===== config.mk =====
export PLATFORM = sky130hd
export DESIGN_NAME = cdt_timer
export DESIGN_NICKNAME = d
export VERILOG_FILES = /design/src/rtl/cdt_pkg.sv /design/src/rtl/cdt_decode.sv /design/src/rtl/cdt_ctrl_regs.sv /design/src/rtl/cdt_counter.sv /design/src/rtl/cdt_status.sv /design/src/rtl/cdt_timer.sv
export SDC_FILE = /design/constraint.sdc
export NUM_CORES = 1
export LEC_CHECK = 0
export ABC_AREA = 1
export BUFFER_PORTS_ARGS = -buffer_cell sky130_fd_sc_hd__buf_2
export CORE_MARGIN = 2
export CORE_UTILIZATION = 60
export CTS_BUF_LIST = sky130_fd_sc_hd__clkbuf_4
export CTS_CLUSTER_DIAMETER = 40
export DETAILED_ROUTE_END_ITERATION = 10
export PLACE_DENSITY = 0.86
export REMOVE_ABC_BUFFERS = 1
export SYNTH_ARGS = -nofsm -noshare
export SYNTH_HDL_FRONTEND = slang
export SYNTH_SLANG_ARGS = --single-unit

===== constraint.sdc =====
create_clock -name clk -period 2 [get_ports clk]
set_clock_uncertainty 0.1 [all_clocks]
set_input_delay 0.1 -clock clk [delete_from_list [all_inputs] [get_ports clk]]
set_output_delay 0.1 -clock clk [all_outputs]
set_load 0.02 [all_outputs]

===== src/rtl/cdt_pkg.sv =====
package cdt_pkg;
    localparam int STAT_TMO_BIT  = 0;
    localparam int STAT_RUN_BIT  = 1;
    localparam int CTL_IE_BIT    = 0;
    localparam int CTL_CONT_BIT  = 1;
    localparam int CTL_START_BIT = 2;
    localparam int CTL_STOP_BIT  = 3;
    localparam int CTL_USED_BITS = 4;

    typedef enum logic [1:0] {
        REG_STAT   = 2'd0,
        REG_CTRL   = 2'd1,
        REG_RELOAD = 2'd2,
        REG_LIVE   = 2'd3
    } reg_sel_e;

    typedef struct packed {
        logic stat;
        logic ctrl;
        logic reload;
    } wr_strobe_t;
endpackage


===== src/rtl/cdt_decode.sv =====
module cdt_decode
    import cdt_pkg::*;
#(
    parameter int ADDR_W = 6
) (
    input  logic              sel_i,
    input  logic              we_i,
    input  logic [ADDR_W-1:0] addr_i,
    output wr_strobe_t        wr_o,
    output reg_sel_e          rsel_o,
    output logic              hit_o
);
    localparam int IDX_W = ADDR_W - 2;

    logic [IDX_W-1:0] idx;
    logic [1:0]       unused_lsbs;

    assign idx         = addr_i[ADDR_W-1:2];
    assign unused_lsbs = addr_i[1:0];
    assign rsel_o      = reg_sel_e'(idx[1:0]);

    generate
        if (IDX_W > 2) begin : g_wide
            assign hit_o = (idx[IDX_W-1:2] == '0);
        end else begin : g_exact
            assign hit_o = 1'b1;
        end
    endgenerate

    always_comb begin
        wr_o = '0;
        if (sel_i && we_i && hit_o) begin
            case (rsel_o)
                REG_STAT:   wr_o.stat   = 1'b1;
                REG_CTRL:   wr_o.ctrl   = 1'b1;
                REG_RELOAD: wr_o.reload = 1'b1;
                default:    ;
            endcase
        end
    end
endmodule


===== src/rtl/cdt_ctrl_regs.sv =====
module cdt_ctrl_regs
    import cdt_pkg::*;
#(
    parameter int DATA_W = 32
) (
    input  logic              clk,
    input  logic              rst_n,
    input  logic              wr_ctrl_i,
    input  logic              wr_reload_i,
    input  logic [DATA_W-1:0] wdata_i,
    output logic [DATA_W-1:0] ctrl_o,
    output logic [DATA_W-1:0] reload_o,
    output logic              ie_o,
    output logic              cont_o,
    output logic              start_o,
    output logic              stop_o,
    output logic              load_o
);
    typedef struct packed {
        logic [DATA_W-1:0] ctrl;
        logic [DATA_W-1:0] reload;
    } regs_t;

    regs_t regs_d, regs_q;

    always_comb begin
        regs_d = regs_q;
        if (wr_ctrl_i)   regs_d.ctrl   = wdata_i;
        if (wr_reload_i) regs_d.reload = wdata_i;
    end

    always_ff @(posedge clk) begin
        if (!rst_n) regs_q <= '0;
        else        regs_q <= regs_d;
    end

    assign ctrl_o   = regs_q.ctrl;
    assign reload_o = regs_q.reload;
    assign ie_o     = regs_q.ctrl[CTL_IE_BIT];
    assign cont_o   = regs_q.ctrl[CTL_CONT_BIT];
    assign start_o  = wr_ctrl_i & wdata_i[CTL_START_BIT];
    assign stop_o   = wr_ctrl_i & wdata_i[CTL_STOP_BIT];
    assign load_o   = wr_reload_i;

    AST_CTRL_STORED: assert property (@(posedge clk) disable iff (!rst_n)
        wr_ctrl_i |=> (ctrl_o == $past(wdata_i)));
    AST_RELOAD_STORED: assert property (@(posedge clk) disable iff (!rst_n)
        wr_reload_i |=> (reload_o == $past(wdata_i)));
endmodule


===== src/rtl/cdt_counter.sv =====
module cdt_counter #(
    parameter int DATA_W = 32
) (
    input  logic              clk,
    input  logic              rst_n,
    input  logic              load_i,
    input  logic [DATA_W-1:0] load_val_i,
    input  logic              start_i,
    input  logic              stop_i,
    input  logic              cont_i,
    input  logic [DATA_W-1:0] reload_i,
    output logic [DATA_W-1:0] count_o,
    output logic              run_o,
    output logic              expire_o
);
    localparam logic [DATA_W-1:0] ONE = DATA_W'(1);

    typedef struct packed {
        logic [DATA_W-1:0] count;
        logic              run;
    } cnt_t;

    cnt_t cnt_d, cnt_q;
    logic at_end;

    assign at_end = (cnt_q.count <= ONE);

    always_comb begin
        cnt_d = cnt_q;
        if (cnt_q.run) begin
            if (at_end) begin
                if (cont_i) begin
                    cnt_d.count = reload_i;
                end else begin
                    cnt_d.count = '0;
                    cnt_d.run   = 1'b0;
                end
            end else begin
                cnt_d.count = cnt_q.count - ONE;
            end
        end
        if (load_i)  cnt_d.count = load_val_i;
        if (start_i) cnt_d.run   = 1'b1;
        if (stop_i)  cnt_d.run   = 1'b0;
    end

    always_ff @(posedge clk) begin
        if (!rst_n) cnt_q <= '0;
        else        cnt_q <= cnt_d;
    end

    assign count_o  = cnt_q.count;
    assign run_o    = cnt_q.run;
    assign expire_o = cnt_q.run && at_end;

    AST_DECREMENT: assert property (@(posedge clk) disable iff (!rst_n)
        (run_o && (count_o > ONE) && !load_i) |=> (count_o == $past(count_o) - ONE));
    AST_ONESHOT_HALT: assert property (@(posedge clk) disable iff (!rst_n)
        (expire_o && !cont_i && !start_i) |=> !run_o);
    AST_AUTO_RELOAD: assert property (@(posedge clk) disable iff (!rst_n)
        (expire_o && cont_i && !load_i && !stop_i) |=> (run_o && count_o == $past(reload_i)));
    AST_STOP_LAST: assert property (@(posedge clk) disable iff (!rst_n)
        stop_i |=> !run_o);
    AST_HOLD_STOPPED: assert property (@(posedge clk) disable iff (!rst_n)
        (!run_o && !load_i) |=> $stable(count_o));
    AST_LOAD_NOW: assert property (@(posedge clk) disable iff (!rst_n)
        load_i |=> (count_o == $past(load_val_i)));
endmodule


===== src/rtl/cdt_status.sv =====
module cdt_status (
    input  logic clk,
    input  logic rst_n,
    input  logic clr_i,
    input  logic expire_i,
    input  logic ie_i,
    output logic tmo_o,
    output logic irq_o
);
    typedef struct packed {
        logic tmo;
    } stat_t;

    stat_t st_d, st_q;

    always_comb begin
        st_d = st_q;
        if (clr_i)    st_d.tmo = 1'b0;
        if (expire_i) st_d.tmo = 1'b1;
    end

    always_ff @(posedge clk) begin
        if (!rst_n) st_q <= '0;
        else        st_q <= st_d;
    end

    assign tmo_o = st_q.tmo;
    assign irq_o = st_q.tmo & ie_i;

    AST_CLEAR_FLAG: assert property (@(posedge clk) disable iff (!rst_n)
        (clr_i && !expire_i) |=> !tmo_o);
    AST_EXPIRY_WINS: assert property (@(posedge clk) disable iff (!rst_n)
        expire_i |=> tmo_o);
endmodule


===== src/rtl/cdt_timer.sv =====
module cdt_timer
    import cdt_pkg::*;
#(
    parameter int DATA_W = 32,
    parameter int ADDR_W = 6
) (
    input  logic              clk,
    input  logic              rst_n,
    input  logic              bus_sel,
    input  logic              bus_we,
    input  logic [ADDR_W-1:0] bus_addr,
    input  logic [DATA_W-1:0] bus_wdata,
    output logic [DATA_W-1:0] bus_rdata,
    output logic              irq
);
    wr_strobe_t        wr;
    reg_sel_e          rsel;
    logic              hit;
    logic [DATA_W-1:0] ctrl, reload, count, stat_word;
    logic              ie, cont, start_cmd, stop_cmd, load;
    logic              run, expire, tmo;

    cdt_decode #(.ADDR_W(ADDR_W)) u_decode (
        .sel_i  (bus_sel),
        .we_i   (bus_we),
        .addr_i (bus_addr),
        .wr_o   (wr),
        .rsel_o (rsel),
        .hit_o  (hit)
    );

    cdt_ctrl_regs #(.DATA_W(DATA_W)) u_regs (
        .clk         (clk),
        .rst_n       (rst_n),
        .wr_ctrl_i   (wr.ctrl),
        .wr_reload_i (wr.reload),
        .wdata_i     (bus_wdata),
        .ctrl_o      (ctrl),
        .reload_o    (reload),
        .ie_o        (ie),
        .cont_o      (cont),
        .start_o     (start_cmd),
        .stop_o      (stop_cmd),
        .load_o      (load)
    );

    cdt_counter #(.DATA_W(DATA_W)) u_counter (
        .clk        (clk),
        .rst_n      (rst_n),
        .load_i     (load),
        .load_val_i (bus_wdata),
        .start_i    (start_cmd),
        .stop_i     (stop_cmd),
        .cont_i     (cont),
        .reload_i   (reload),
        .count_o    (count),
        .run_o      (run),
        .expire_o   (expire)
    );

    cdt_status u_status (
        .clk      (clk),
        .rst_n    (rst_n),
        .clr_i    (wr.stat),
        .expire_i (expire),
        .ie_i     (ie),
        .tmo_o    (tmo),
        .irq_o    (irq)
    );

    always_comb begin
        stat_word               = '0;
        stat_word[STAT_TMO_BIT] = tmo;
        stat_word[STAT_RUN_BIT] = run;
    end

    always_comb begin
        bus_rdata = '0;
        if (hit) begin
            case (rsel)
                REG_STAT:   bus_rdata = stat_word;
                REG_CTRL:   bus_rdata = ctrl;
                REG_RELOAD: bus_rdata = reload;
                default:    bus_rdata = count;
            endcase
        end
    end

    AST_IRQ_CAUSE: assert property (@(posedge clk) disable iff (!rst_n)
        $rose(irq) |-> $past(wr.ctrl || expire));
    AST_RUN_NEEDS_CMD: assert property (@(posedge clk) disable iff (!rst_n)
        $rose(run) |-> $past(start_cmd));
endmodule


=== After elaboration in Yosys (flattened, before gate mapping) ===
Cells that the tools add are included.

* Register bits after elaboration: 98
* Bits of input ports: 42
* Output and inout bits: 33
* Logic and storage cells: 36

* Add/sub/neg operators: 1
* Magnitude comparators: 1
* Equality and inequality tests: 2
* Multiplexer cells: 15
* Bitwise logic cells: 4
* Reduce and logical (&&, ||, !) cells: 8

{| class="wikitable"
|+ Operators by type and width
! operator !! number
|-
| 32-bit 2-to-1 mux || 4
|-
| 32-bit case mux with 3 select lines || 1
|-
| 33-bit 2-to-1 mux || 1
|-
| 32-bit by 1-bit less-or-equal comparator with 1-bit output (second input constant) || 1
|-
| 32-bit by 1-bit subtractor with 32-bit output (second input constant) || 1
|-
| 1-bit 2-to-1 mux || 8
|-
| 2-bit zero test || 2
|-
| 2-bit nonzero test || 2
|-
| 1-bit AND || 3
|-
| 1-bit logical AND || 3
|-
| 3-bit 2-to-1 mux || 1
|-
| 2-bit by 1-bit == test with 1-bit output (second input constant) || 1
|-
| 2-bit == test (second input constant) || 1
|-
| 2-bit OR reduction || 1
|-
| 1-bit NOT || 1
|}

=== Logic depth before layout (Yosys ltp) ===
* Word-level depth: 5
* Mapped depth: 11

=== Modules after synthesis ===
A second synthesis with hierarchy kept.

* Cells, all modules: 1050
* Area, all modules: 6628.9 um2

{| class="wikitable"
|+ Modules (own cells, without submodules)
! module !! times used !! cells each !! area an instance (um2) !! seq. area each (um2)
|-
| cdt_counter || 1 || 521 || 3206.8 || 660.6
|-
| cdt_ctrl_regs || 1 || 283 || 2235.9 || 1281.2
|-
| cdt_timer || 1 || 224 || 1069.8 || 0.0
|-
| cdt_decode || 1 || 14 || 65.1 || 0.0
|-
| cdt_status || 1 || 8 || 51.3 || 20.0
|}

=== Least setup slack after synthesis ===
OpenSTA, ideal clock, no wires.

* Kind: reg-to-reg
* From: register u_counter.cnt_q (netlist bit u_counter.count_o[0])
* To: register u_counter.cnt_q (netlist bit u_counter.count_o[6])
* Arrival time: 1.552 ns
* Data required time: 1.766 ns
* Slack: 0.214 ns
* Stages on the path, launching flop included: 11
* Buffers on the path: 1
* Clock period less this slack: 1.786 ns
* Cell sequence: dfxtp_1 -> inv_1 -> ha_1 -> nand2_2 -> nor2_4 -> nand2_2 -> a21oi_4 -> buf_6 -> nand2_1 -> nand3_1 -> a21oi_1

* Word-level cells in the longest chain between the ends: 4

{| class="wikitable"
|+ RTL lines
! item !! line !! RTL
|-
| from (decl) || cdt_counter.sv:23 || <nowiki>cnt_t cnt_d, cnt_q;</nowiki>
|-
| from (signal assigned) || cdt_counter.sv:49 || <nowiki>else cnt_q <= cnt_d;</nowiki>
|-
| 32-bit by 1-bit subtractor with 32-bit output / 32-bit by 1-bit less-or-equal comparator with 1-bit output (equally long branches) || cdt_counter.sv:39, cdt_counter.sv:26 ||
|-
| 32-bit 2-to-1 mux (*) || cdt_counter.sv:31 || <nowiki>if (at_end) begin</nowiki>
|-
| 33-bit 2-to-1 mux (*) || cdt_counter.sv:30 || <nowiki>if (cnt_q.run) begin</nowiki>
|-
| 32-bit 2-to-1 mux (*) || cdt_counter.sv:42 || <nowiki>if (load_i) cnt_d.count = load_val_i;</nowiki>
|}

Every way passes the cells marked *; elsewhere a longest branch is shown, timed or not. The select of a mux whose other input is x is not followed.
A chain may end at the register's enable or synchronous reset.

=== Worst setup path after layout ===
* From: register u_counter.cnt_q (netlist bit u_counter.count_o[13])
* To: register u_counter.cnt_q (netlist bit u_counter.count_o[29])

The elaborated chain is that of the path after synthesis.

==> impl_results.md <==
- Run status: finished, final reports clean
- WHS Path Cells: 6
- R2R depth: 10
- Worst R2R Start: u_counter.count_o[13]
- Final setup fails: 0
- Crit path max fanout: 4
- Crit Path Class: reg -> reg
- Leakage power: ~3.4 nW
- Global Route Usage Sum: between 30% and 40%
- DRT antenna net count: 0
- Post-synth EDFFs: 0
- Worst skew pair latency: 0.47 ns
- Layout cells sized above 1: 16.9%
- Core Rows: 36
- Sequential share of the synthesized area: 33.1%
- GP Congestion: 0.965
- Smallest hold slack: 0.0303 ns
- FMAX: ~0.53 GHz
- Pre-Repair DR Iteration Count: 6
- Most frequent cells in the layout: 259 x nand2_1, 120 x inv_1, 97 x dfxtp_1, 87 x a21oi_1, 78 x nor2_1
- Reg clk slew, reported paths: 0.16 ns
- Synth unique cells: 36
- Clock tree sinks: 98
- Initial antenna violation count: 0
- Hold EP: u_status.tmo_o
- Avg WL per Cell: 14.6 um
- Placed cells: 1144
- Largest net degree at the start of global routing: 68
- PD cells: 555 mW/mm2
- Commonest non-fill, non-tap cell in the layout: nand2_1
- HPWL after DPL: 11800 um
- Initial DRC Count: 502
- CTS max path bufs: 2
- Mapped Area: 0.00593 mm2
- DR vias/cell: between 5 and 6
- Port bufs: 72
- Worst Path Required: 2.30 ns
- Hold/Removal Path Class: in -> reg
- Min Tclk post-route: around 1.9 ns
- R2R setup slack: 0.12 ns
- Vias: roughly 6700
- Initial Util: about three fifths
- Area of the core: approximately 0.0097 mm2
- Synth warn: 0
- First-pass GRT wire length: 27900 um
- Die width: 103 um
- Reg2reg end: u_counter.count_o[29]
- Nets@finish: 1111
- Avg Cell Area, Syn: roughly 6.2 um2
- Residual DRC: 0
- Root Buffer: clkbuf_4
- CTS tree: built
- # IOs: 75
- Area Growth Syn to Fin: 20.6%
- Most used DFF post-synth: dfxtp_1
- Max Cap Violations: 0
- Vias in the first global route: 6061
- Die area: around 0.011 mm2
- Gr ovfl total: 0
- WP data arrival: 2.18 ns
- Crit share post-route: between 90% and 100%
- Fin. Hold Viols: 0
- Cells after synthesis: around 950
- CTS Buf Count: 9
- VDD IR max: 0.000365 V
- Yosys reg bits: 98
- Die Y: slightly above 100 um
- WL final: 17600 um
- Final core occ: 73.9%
- Final TNS setup: 0 ns
- Worst setup EP type: flop
- Final Max Slew Viols: 0
- Layout Cells excl Fill: 1206
- Rel. slew slack: 42.7%
- Hold Path Origin: bus_we
- Slew of the pin with the lowest slew margin: roughly 0.85 ns
- Depth of the CTS H-tree: 3
- CP startpoint kind: flop
- Synth async-reset ratio: 0%
## worst max-delay path by stage
| stage | start | end | slack [ns] | cells past startpoint |
|---|---|---|---|---|
| 6_report | u_counter.count_o[13] | u_counter.count_o[29] | 0.12 | 10 |
| 5_1_grt | u_counter.count_o[13] | u_counter.count_o[29] | -0.03 | 10 |
| 4_1_cts | u_counter.count_o[0] | u_counter.count_o[16] | 0.02 | 9 |
| 3_5_place_dp | u_counter.count_o[0] | u_counter.count_o[22] | 0.05 | 8 |
| 3_3_place_gp | u_counter.count_o[0] | u_counter.count_o[16] | 0.12 | 9 |
| 2_1_floorplan | bus_addr[5] | u_counter.count_o[0] | -0.76 | 7 |
## worst max-delay path: stages, from the launching register on
cell	delay, ns
dfxtp_1	0.36
buf_4	0.15
nor2_1	0.22
nand2_1	0.14
nor2_1	0.28
nand2_1	0.13
nor2_1	0.10
nand2_1	0.06
nand3_1	0.08
nand3_1	0.07
a21oi_1	0.13
## synth_stat cells, types with 2 or more instances
cell,count,share of area (%)
a21oi_1,87,7.3
clkbuf_1,35,2.2
a211oi_1,10,1.3
inv_1,121,7.7
buf_2,5,0.42
o2111ai_1,2,0.30
nand4_1,4,0.42
nand3_1,46,3.9
o21ai_2,8,1.2
o221ai_1,4,0.59
xor2_1,14,2.1
ha_1,2,0.42
o21ai_0,72,6.1
dfxtp_1,98,33
inv_2,15,0.95
o211ai_1,11,1.4
nor2_2,11,1.2
nand2_1,261,17
nor2_1,82,5.2
o22ai_1,11,1.2
nor2_4,3,0.57
o21ai_1,29,2.4
buf_6,7,1.3
nand2_2,4,0.42
## logic make-up (layout without fill, tap and decap cells)
| family | count (synthesis) | after routing | synth area share, % |
|---|---|---|---|
| simple gates | 416 | 416 | 28.9 |
| compound gates | 237 | 237 | 22.5 |
| buf+inv | 186 | 304 | 12.8 |
| flops | 98 | 98 | 33.1 |
| xor+xnor | 15 | 15 | 2.21 |
| fa+ha+maj | 2 | 2 | 0.422 |
| other cells | 0 | 1 | 0 |
## layer usage
layer  GRT usage [%]  part of all wire, %  up-vias
met5               0                    0        -
met4            13.0                  2.2        0
met3            5.31                  8.6       42
met2            56.9                   48      323
met1            41.4                   41     3029
li1                -                    -     3277
## what timing repair did
action / 4_1_cts / 5_1_grt
endpoints found under the hold margin: 97 / 0
buffers inserted: 0 / 3
endpoints found under the setup margin: 0 / 35
hold buffers: 42 / 0
gates resized for setup: 0 / 15
## cell type report
| type | instances | area, um2 |
|---|---|---|
| inverter | 137 | 520 |
| clock inverter | 4 | 52.6 |
| sequential | 98 | 1960 |
| fill | 847 | 2530 |
| clock buffer | 12 | 90.1 |
| antenna | 1 | 2.50 |
| multi-input combinational | 670 | 3240 |
| timing repair buffer | 151 | 1120 |
| tap | 133 | 166 |
## flip-flops by register name, summed over array words and instances (netlist names)
name,flops
u_counter.count_o,32
u_regs.ctrl_o,32
u_regs.reload_o,32
u_counter.run_o,1
u_status.tmo_o,1
## report_power, final
part | total (mW) | switching (mW) | internal, mW
sequential | 1.99 | 0.0138 | 1.97
clock | 1.11 | 0.684 | 0.424
combinational | 0.877 | 0.542 | 0.335
## stage by stage
stage	instance area, um2	power [mW]	setup WS [ns]
6_report	7150	3.97	0.118
5_1_grt	7150	4.11	-0.0332
4_1_cts	7080	3.91	0.0248
3_5_place_dp	6520	2.79	0.0522
3_3_place_gp	6520	2.78	0.122
2_1_floorplan	5690	2.48	-0.757
Note: power is estimated with default switching activity, not from simulation.
